## src/rtl/stepper_chopper_pkg.sv

```systemverilog
package stepper_chopper_pkg;

  typedef enum logic [1:0] {
    PH_AP_BP = 2'd0,
    PH_AN_BP = 2'd1,
    PH_AN_BN = 2'd2,
    PH_AP_BN = 2'd3
  } phase_e;

  function automatic logic pol_of_a(input phase_e ph);
    return (ph == PH_AP_BP) || (ph == PH_AP_BN);
  endfunction

  function automatic logic pol_of_b(input phase_e ph);
    return (ph == PH_AP_BP) || (ph == PH_AN_BP);
  endfunction

endpackage

```

## src/rtl/sync_edge.sv

```systemverilog
module sync_edge #(
  parameter int STAGES = 2
) (
  input  logic clk,
  input  logic rst_n,
  input  logic async_in,
  output logic level,
  output logic rise
);
  logic [STAGES-1:0] chain;
  logic              last;

  generate
    for (genvar g = 0; g < STAGES; g++) begin : g_stage
      if (g == 0) begin : g_first
        always_ff @(posedge clk or negedge rst_n)
          if (!rst_n) chain[0] <= 1'b0;
          else        chain[0] <= async_in;
      end else begin : g_next
        always_ff @(posedge clk or negedge rst_n)
          if (!rst_n) chain[g] <= 1'b0;
          else        chain[g] <= chain[g-1];
      end
    end
  endgenerate

  always_ff @(posedge clk or negedge rst_n)
    if (!rst_n) last <= 1'b0;
    else        last <= chain[STAGES-1];

  assign level = chain[STAGES-1];
  assign rise  = chain[STAGES-1] & ~last;
endmodule

```

## src/rtl/phase_seq.sv

```systemverilog
module phase_seq
  import stepper_chopper_pkg::*;
(
  input  logic   clk,
  input  logic   rst_n,
  input  logic   advance,
  input  logic   forward,
  output phase_e phase,
  output logic   pol_a,
  output logic   pol_b
);
  phase_e phase_q;

  always_ff @(posedge clk or negedge rst_n) begin
    if (!rst_n) begin
      phase_q <= PH_AP_BP;
    end else if (advance) begin
      if (forward) phase_q <= phase_e'(phase_q + 2'd1);
      else         phase_q <= phase_e'(phase_q - 2'd1);
    end
  end

  assign phase = phase_q;
  assign pol_a = pol_of_a(phase_q);
  assign pol_b = pol_of_b(phase_q);
endmodule

```

## src/rtl/chop_timer.sv

```systemverilog
module chop_timer #(
  parameter int PERIOD = 16,
  localparam int CNT_W = (PERIOD > 1) ? $clog2(PERIOD) : 1
) (
  input  logic             clk,
  input  logic             rst_n,
  input  logic             run,
  input  logic [1:0]       duty_sel,
  input  logic             trip,
  output logic             drive_on,
  output logic             tripped,
  output logic [CNT_W-1:0] count,
  output logic [CNT_W:0]   limit
);
  localparam logic [CNT_W-1:0] LAST = CNT_W'(PERIOD - 1);
  localparam logic [CNT_W:0]   Q1   = (CNT_W+1)'(PERIOD / 4);
  localparam logic [CNT_W:0]   Q2   = (CNT_W+1)'(PERIOD / 2);
  localparam logic [CNT_W:0]   Q3   = (CNT_W+1)'((3 * PERIOD) / 4);
  localparam logic [CNT_W:0]   Q4   = (CNT_W+1)'(PERIOD);

  logic [CNT_W-1:0] cnt_q;
  logic [1:0]       duty_q;
  logic             trip_q;
  logic             wrap;

  assign wrap = (cnt_q == LAST);

  always_ff @(posedge clk or negedge rst_n) begin
    if (!rst_n) begin
      cnt_q  <= '0;
      duty_q <= 2'd0;
      trip_q <= 1'b0;
    end else if (!run) begin
      cnt_q  <= '0;
      duty_q <= duty_sel;
      trip_q <= 1'b0;
    end else if (wrap) begin
      cnt_q  <= '0;
      duty_q <= duty_sel;
      trip_q <= 1'b0;
    end else begin
      cnt_q <= cnt_q + 1'b1;
      if (trip) trip_q <= 1'b1;
    end
  end

  always_comb begin
    case (duty_q)
      2'd0:    limit = Q1;
      2'd1:    limit = Q2;
      2'd2:    limit = Q3;
      default: limit = Q4;
    endcase
  end

  assign drive_on = run && ({1'b0, cnt_q} < limit) && !trip_q;
  assign tripped  = trip_q;
  assign count    = cnt_q;
endmodule

```

## src/rtl/stepper_chopper_drive.sv

```systemverilog
module stepper_chopper_drive
  import stepper_chopper_pkg::*;
#(
  parameter int          PERIOD    = 31250,
  parameter int          DAC_W     = 6,
  parameter int          SYNC_LEN  = 2,
  parameter logic [DAC_W-1:0] IREF_CODE = DAC_W'(40)
) (
  input  logic             clk,
  input  logic             rst_n,
  input  logic             step_in,
  input  logic             dir_in,
  input  logic             enable,
  input  logic [1:0]       duty_sel,
  input  logic             comp_trip,
  output logic             pol_a,
  output logic             pol_b,
  output logic             bridge_en_a,
  output logic             bridge_en_b,
  output logic [DAC_W-1:0] dac_ref
);
  localparam int CNT_W = (PERIOD > 1) ? $clog2(PERIOD) : 1;

  logic             step_rise;
  logic             step_level;
  logic             trip_level;
  logic             trip_rise;
  logic             drive_on;
  logic             tripped;
  logic [CNT_W-1:0] chop_count;
  logic [CNT_W:0]   chop_limit;
  phase_e           phase;

  sync_edge #(.STAGES(SYNC_LEN)) u_step_sync (
    .clk(clk), .rst_n(rst_n), .async_in(step_in),
    .level(step_level), .rise(step_rise)
  );

  sync_edge #(.STAGES(SYNC_LEN)) u_trip_sync (
    .clk(clk), .rst_n(rst_n), .async_in(comp_trip),
    .level(trip_level), .rise(trip_rise)
  );

  phase_seq u_phase (
    .clk(clk), .rst_n(rst_n),
    .advance(step_rise && enable), .forward(dir_in),
    .phase(phase), .pol_a(pol_a), .pol_b(pol_b)
  );

  chop_timer #(.PERIOD(PERIOD)) u_chop (
    .clk(clk), .rst_n(rst_n), .run(enable), .duty_sel(duty_sel),
    .trip(trip_level), .drive_on(drive_on), .tripped(tripped),
    .count(chop_count), .limit(chop_limit)
  );

  assign bridge_en_a = drive_on;
  assign bridge_en_b = drive_on;
  assign dac_ref     = enable ? IREF_CODE : '0;
endmodule

```

## config.mk

```make
export PLATFORM = sky130hd
export DESIGN_NAME = stepper_chopper_drive
export DESIGN_NICKNAME = d
export VERILOG_FILES = /design/src/rtl/stepper_chopper_pkg.sv /design/src/rtl/sync_edge.sv /design/src/rtl/phase_seq.sv /design/src/rtl/chop_timer.sv /design/src/rtl/stepper_chopper_drive.sv
export SDC_FILE = /design/constraint.sdc
export NUM_CORES = 1
export LEC_CHECK = 0
export ABC_AREA = 1
export BUFFER_PORTS_ARGS = -buffer_cell sky130_fd_sc_hd__buf_2
export CAP_MARGIN = 20
export CORE_MARGIN = 1
export CORE_UTILIZATION = 50
export DETAILED_ROUTE_END_ITERATION = 8
export MAX_ROUTING_LAYER = met4
export PLACE_DENSITY = 0.69
export SLEW_MARGIN = 20
export SYNTH_ARGS = -nofsm -noshare
export SYNTH_HDL_FRONTEND = slang
export SYNTH_SLANG_ARGS = --single-unit
```

## constraint.sdc

```tcl
create_clock -name clk -period 3.8 [get_ports clk]
set_clock_uncertainty 0.05 [all_clocks]
set_input_delay 0.57 -clock clk [delete_from_list [all_inputs] [get_ports clk]]
set_output_delay 0.57 -clock clk [all_outputs]
set_load 0.01 [all_outputs]
```

==> Flow_metrics.wiki <==
{| class="wikitable"
! Metric !! Value
|-
| Result of the run || finished clean
|-
| CTS Hold Bufs || 0
|-
| Setup repair after global routing missed its margin || no
|-
| Least-Margin Pin Slew || 0.558 ns
|-
| Total design power || 0.000557 W
|-
| Synthesis-stage register bit count || 25
|-
| Setup WS pre-CTS || approximately 1.3 ns
|-
| Overall die area || 3500 um^2
|-
| Starting DRT DRC Count || 55
|-
| Type of element launching the critical path || register
|-
| Share of final-layout standard cells stronger than drive strength 1 || 14.5%
|-
| Clock sink count || 25
|-
| Antenna violations before repair || 0
|-
| Number of rows created at floorplan || 20
|-
| Top-level port count || 18
|-
| Routed vias || 1225
|-
| Global-route total usage across every layer || 19.6%
|-
| Vias in the first global route || 1062
|-
| Number of clock buffers inserted by TritonCTS || 3
|-
| Number of standard cells in the layout, taps in and fillers out || about 260
|-
| Critical path required time || 3.18 ns
|-
| Global-route wire length before repair || 4940 um
|-
| CP peak stage delay || 0.49 ns
|-
| Worst voltage drop across the vdd grid || 163 uV
|-
| Post-synth cell types || 25
|-
| Final net count || around 250
|-
| R2R depth || 8
|-
| Total negative slack || 0 ns
|-
| Drc violations || 0
|-
| Critical path startpoint || u_chop.duty_q[0]
|-
| Critical path class || reg2out
|-
| Buffer type at the clock tree root || sky130_fd_sc_hd__clkbuf_4
|-
| Multi-input logic area || 847 um^2
|-
| Placed insts || 260
|-
| Final hold violations || 0
|-
| Final worst-path cycle share || around three quarters
|-
| Worst Hold Class || in2async
|-
| Area added between synthesis and finish || 6.51%
|-
| Y dimension of the die || 59.2 um
|-
| Synth Area in Adders || about 15%
|-
| Buffer count from post-CTS setup fixing || 0
|-
| Die extent in x || about 60 um
|-
| Overflow left after global routing || 0
|-
| Post-Route WL || between 2000 and 3000 um
|-
| Combinational family with the most area after synthesis || simple AND/OR/NAND/NOR gates
|-
| Antenna Violating Nets Remaining || 0
|-
| Footprint of the flip-flops and latches || 626 um^2
|-
| TritonCTS clock tree || done
|-
| Synth area leader || sky130_fd_sc_hd__dfrtp_1
|-
| Multiplexer fraction of the synthesized cell area || 0%
|-
| Max Transition Viols Final || 0
|-
| First-pass DRT Iterations || 4
|-
| Crit-path slowest cell || sky130_fd_sc_hd__dfrtp_1
|-
| PortBufs || 13
|-
| Simple-gate area share of the yosys netlist || 28.6%
|-
| Average instance area after synthesis || 7.89 um^2
|-
| Post-synth top area share || 38.3%
|-
| Number of instances in the synthesized netlist || ~210
|-
| Highest fanout seen on the critical path || 6
|-
| HPWL after detailed placement || around 2200 um
|-
| Pwr Density || 320 nW/um^2
|-
| Post-cts sizing count || 0
|-
| Number of filler cells placed in the layout || 297
|-
| Effective utilization at floorplan || between 50% and 60%
|-
| WP data arrival || 2.29 ns
|-
| Worst rel slew slack || 62.8%
|-
| Instance count on the critical path || 12
|-
| Synth Cell Area || 1630 um^2
|-
| Setup-failing EPs final || 0
|-
| XOR/XNOR Fraction of Synth Area || 2.14%
|-
| Synth warn || 0
|-
| Detailed-route vias per instance || 4.64
|-
| Clk Latency, worst-skew pair || ~0.33 ns
|-
| CTS HTree Levels || 1
|-
| Bufs on Longest Clock Path || 2
|-
| Cell types with the largest area share after synthesis || sky130_fd_sc_hd__dfrtp_1 (38%), sky130_fd_sc_hd__ha_1 (15%), sky130_fd_sc_hd__nand2_1 (11%)
|-
| Detail-routed net length per standard cell || 10.7 um
|-
| Family with the most delay on the worst path || flip-flops
|-
| Seq/Total Area, Yosys || 38.3%
|-
| Clock transition at the registers of the reported paths || about 0.14 ns
|-
| Most common cell type on the critical path || sky130_fd_sc_hd__nand2_1
|-
| Pleak || 0.937 nW
|-
| Share of the synthesized area in compound gates (AO/OA/AOI/OAI) || 5.67%
|-
| Highest clock rate || 344 MHz
|-
| Count of max-cap constraint violations || 0
|-
| Diode count || 0
|-
| Area of the core || 3080 um^2
|-
| Post-route minimum period || roughly 2.9 ns
|-
| Endpoint class of the critical path || output port
|-
| Final critical-path setup slack || 0.890 ns
|-
| Buffers plus inverters on the worst setup path || 3
|-
| RePlAce Congestion || 0.809
|-
| Maximum number of pins on one net before global-route repair || 26
|-
| Reg2Reg Launch Point || u_chop.count[0]
|-
| Worst-path cell chain || inv_1 -> ha_1 -> o21ai_0 -> ha_1 -> nand2_1 -> inv_1 -> nand2_1 -> nand2_1 -> a21oi_1 -> nand3_1 -> nor2_1 -> buf_2
|}
routing by layer:
metal  share of wire [%]  global-route usage, %  vias to the layer above
li1                    -                      -                      652
met1                  50                   28.3                      544
met2                  44                   28.4                       25
met3                 4.3                   1.97                        4
met4                 1.4                   7.14                        0
met5                   0                      -                        -
power breakdown:
group          switching [W]  internal (W)
Combinational      0.0000760     0.0000577
Clock              0.0000842     0.0000396
Sequential         0.0000150      0.000284
Total               0.000175      0.000382
path summary, 6_finish.rpt:
kind,slack (ns),end
min in group clk,0.28,u_step_sync.chain[0]
max in group asynchronous,3.18,u_chop.count[12]
setup reg to reg,2.22,u_chop.count[12]
hold reg to reg,0.32,u_step_sync.level
hold / removal,0.15,u_phase.phase[0]
setup / recovery,0.89,bridge_en_b
registers in the layout (all words and copies together), names as in the netlist:
register,flops
u_phase.phase,2
u_chop.tripped,1
u_step_sync.level,1
u_trip_sync.chain,1
u_chop.duty_q,2
u_step_sync.chain,1
u_trip_sync.level,1
u_step_sync.last,1
u_chop.count,15
kinds of logic after synthesis:
kind of cell,count (synthesis)
AND/OR/NAND/NOR,104
buffers and inverters,39
flip-flops,25
adder cells (fa/ha/maj),19
AO/OA/AOI/OAI,15
XOR/XNOR,4
other,1
area by class of cell:
cell class	instances	area share [%]
multi-input cells	146	48.7
inverters	32	6.90
clock buffers	3	1.29
clock inverters	1	0.288
well taps	44	3.16
repair buffers	13	3.74
flip-flops and latches	25	35.9
cell usage after synthesis:
library cell and count:
sky130_fd_sc_hd__nand2_1 50, sky130_fd_sc_hd__nor2b_1 1, sky130_fd_sc_hd__a21o_1 1, sky130_fd_sc_hd__ha_1 19, sky130_fd_sc_hd__conb_1 1, sky130_fd_sc_hd__o21ai_2 1
sky130_fd_sc_hd__nor3_2 1, sky130_fd_sc_hd__nand2_2 3, sky130_fd_sc_hd__nand4_2 1, sky130_fd_sc_hd__o21ai_0 2, sky130_fd_sc_hd__or2_2 1, sky130_fd_sc_hd__inv_1 30
sky130_fd_sc_hd__nor2_2 2, sky130_fd_sc_hd__inv_2 2, sky130_fd_sc_hd__nor3_4 1, sky130_fd_sc_hd__buf_4 7, sky130_fd_sc_hd__nor3_1 8, sky130_fd_sc_hd__o21ai_1 2
sky130_fd_sc_hd__a21oi_1 8, sky130_fd_sc_hd__nor2_1 29, sky130_fd_sc_hd__nor2_4 2, sky130_fd_sc_hd__o21ai_4 1, sky130_fd_sc_hd__dfrtp_1 25, sky130_fd_sc_hd__nand3_1 5
sky130_fd_sc_hd__xor2_1 4
layout by cell type (no fill, tap or decap):
master	netlist	routed
sky130_fd_sc_hd__nand3_1	5	5
sky130_fd_sc_hd__nor2b_1	1	1
sky130_fd_sc_hd__o21ai_4	1	1
sky130_fd_sc_hd__clkbuf_4	0	3
sky130_fd_sc_hd__nand4_2	1	1
sky130_fd_sc_hd__ha_1	19	19
sky130_fd_sc_hd__a21oi_1	8	8
sky130_fd_sc_hd__o21ai_1	2	2
sky130_fd_sc_hd__o21ai_2	1	1
sky130_fd_sc_hd__nor2_2	2	2
sky130_fd_sc_hd__dfrtp_1	25	25
sky130_fd_sc_hd__nor2_4	2	2
sky130_fd_sc_hd__nor3_2	1	1
sky130_fd_sc_hd__inv_1	30	30
sky130_fd_sc_hd__nor3_4	1	1
sky130_fd_sc_hd__nand2_2	3	3
sky130_fd_sc_hd__buf_2	0	13
sky130_fd_sc_hd__o21ai_0	2	2
sky130_fd_sc_hd__a21o_1	1	1
sky130_fd_sc_hd__nand2_1	50	50
sky130_fd_sc_hd__clkinv_2	0	1
sky130_fd_sc_hd__inv_2	2	2
sky130_fd_sc_hd__xor2_1	4	4
sky130_fd_sc_hd__nor3_1	8	8
sky130_fd_sc_hd__nor2_1	29	29
sky130_fd_sc_hd__conb_1	1	4
sky130_fd_sc_hd__or2_2	1	1
per-stage QoR:
step                      util, %  hold WS (ns)  instance area, um^2
after floorplan                 -         0.224                 1650
after global placement       55.7         0.282                 1710
after detailed placement     55.7         0.285                 1710
after CTS                    56.5         0.176                 1740
after global routing         56.5         0.201                 1740
final                        56.5         0.152                 1740
No activity file was read; power rests on OpenSTA's default activity.
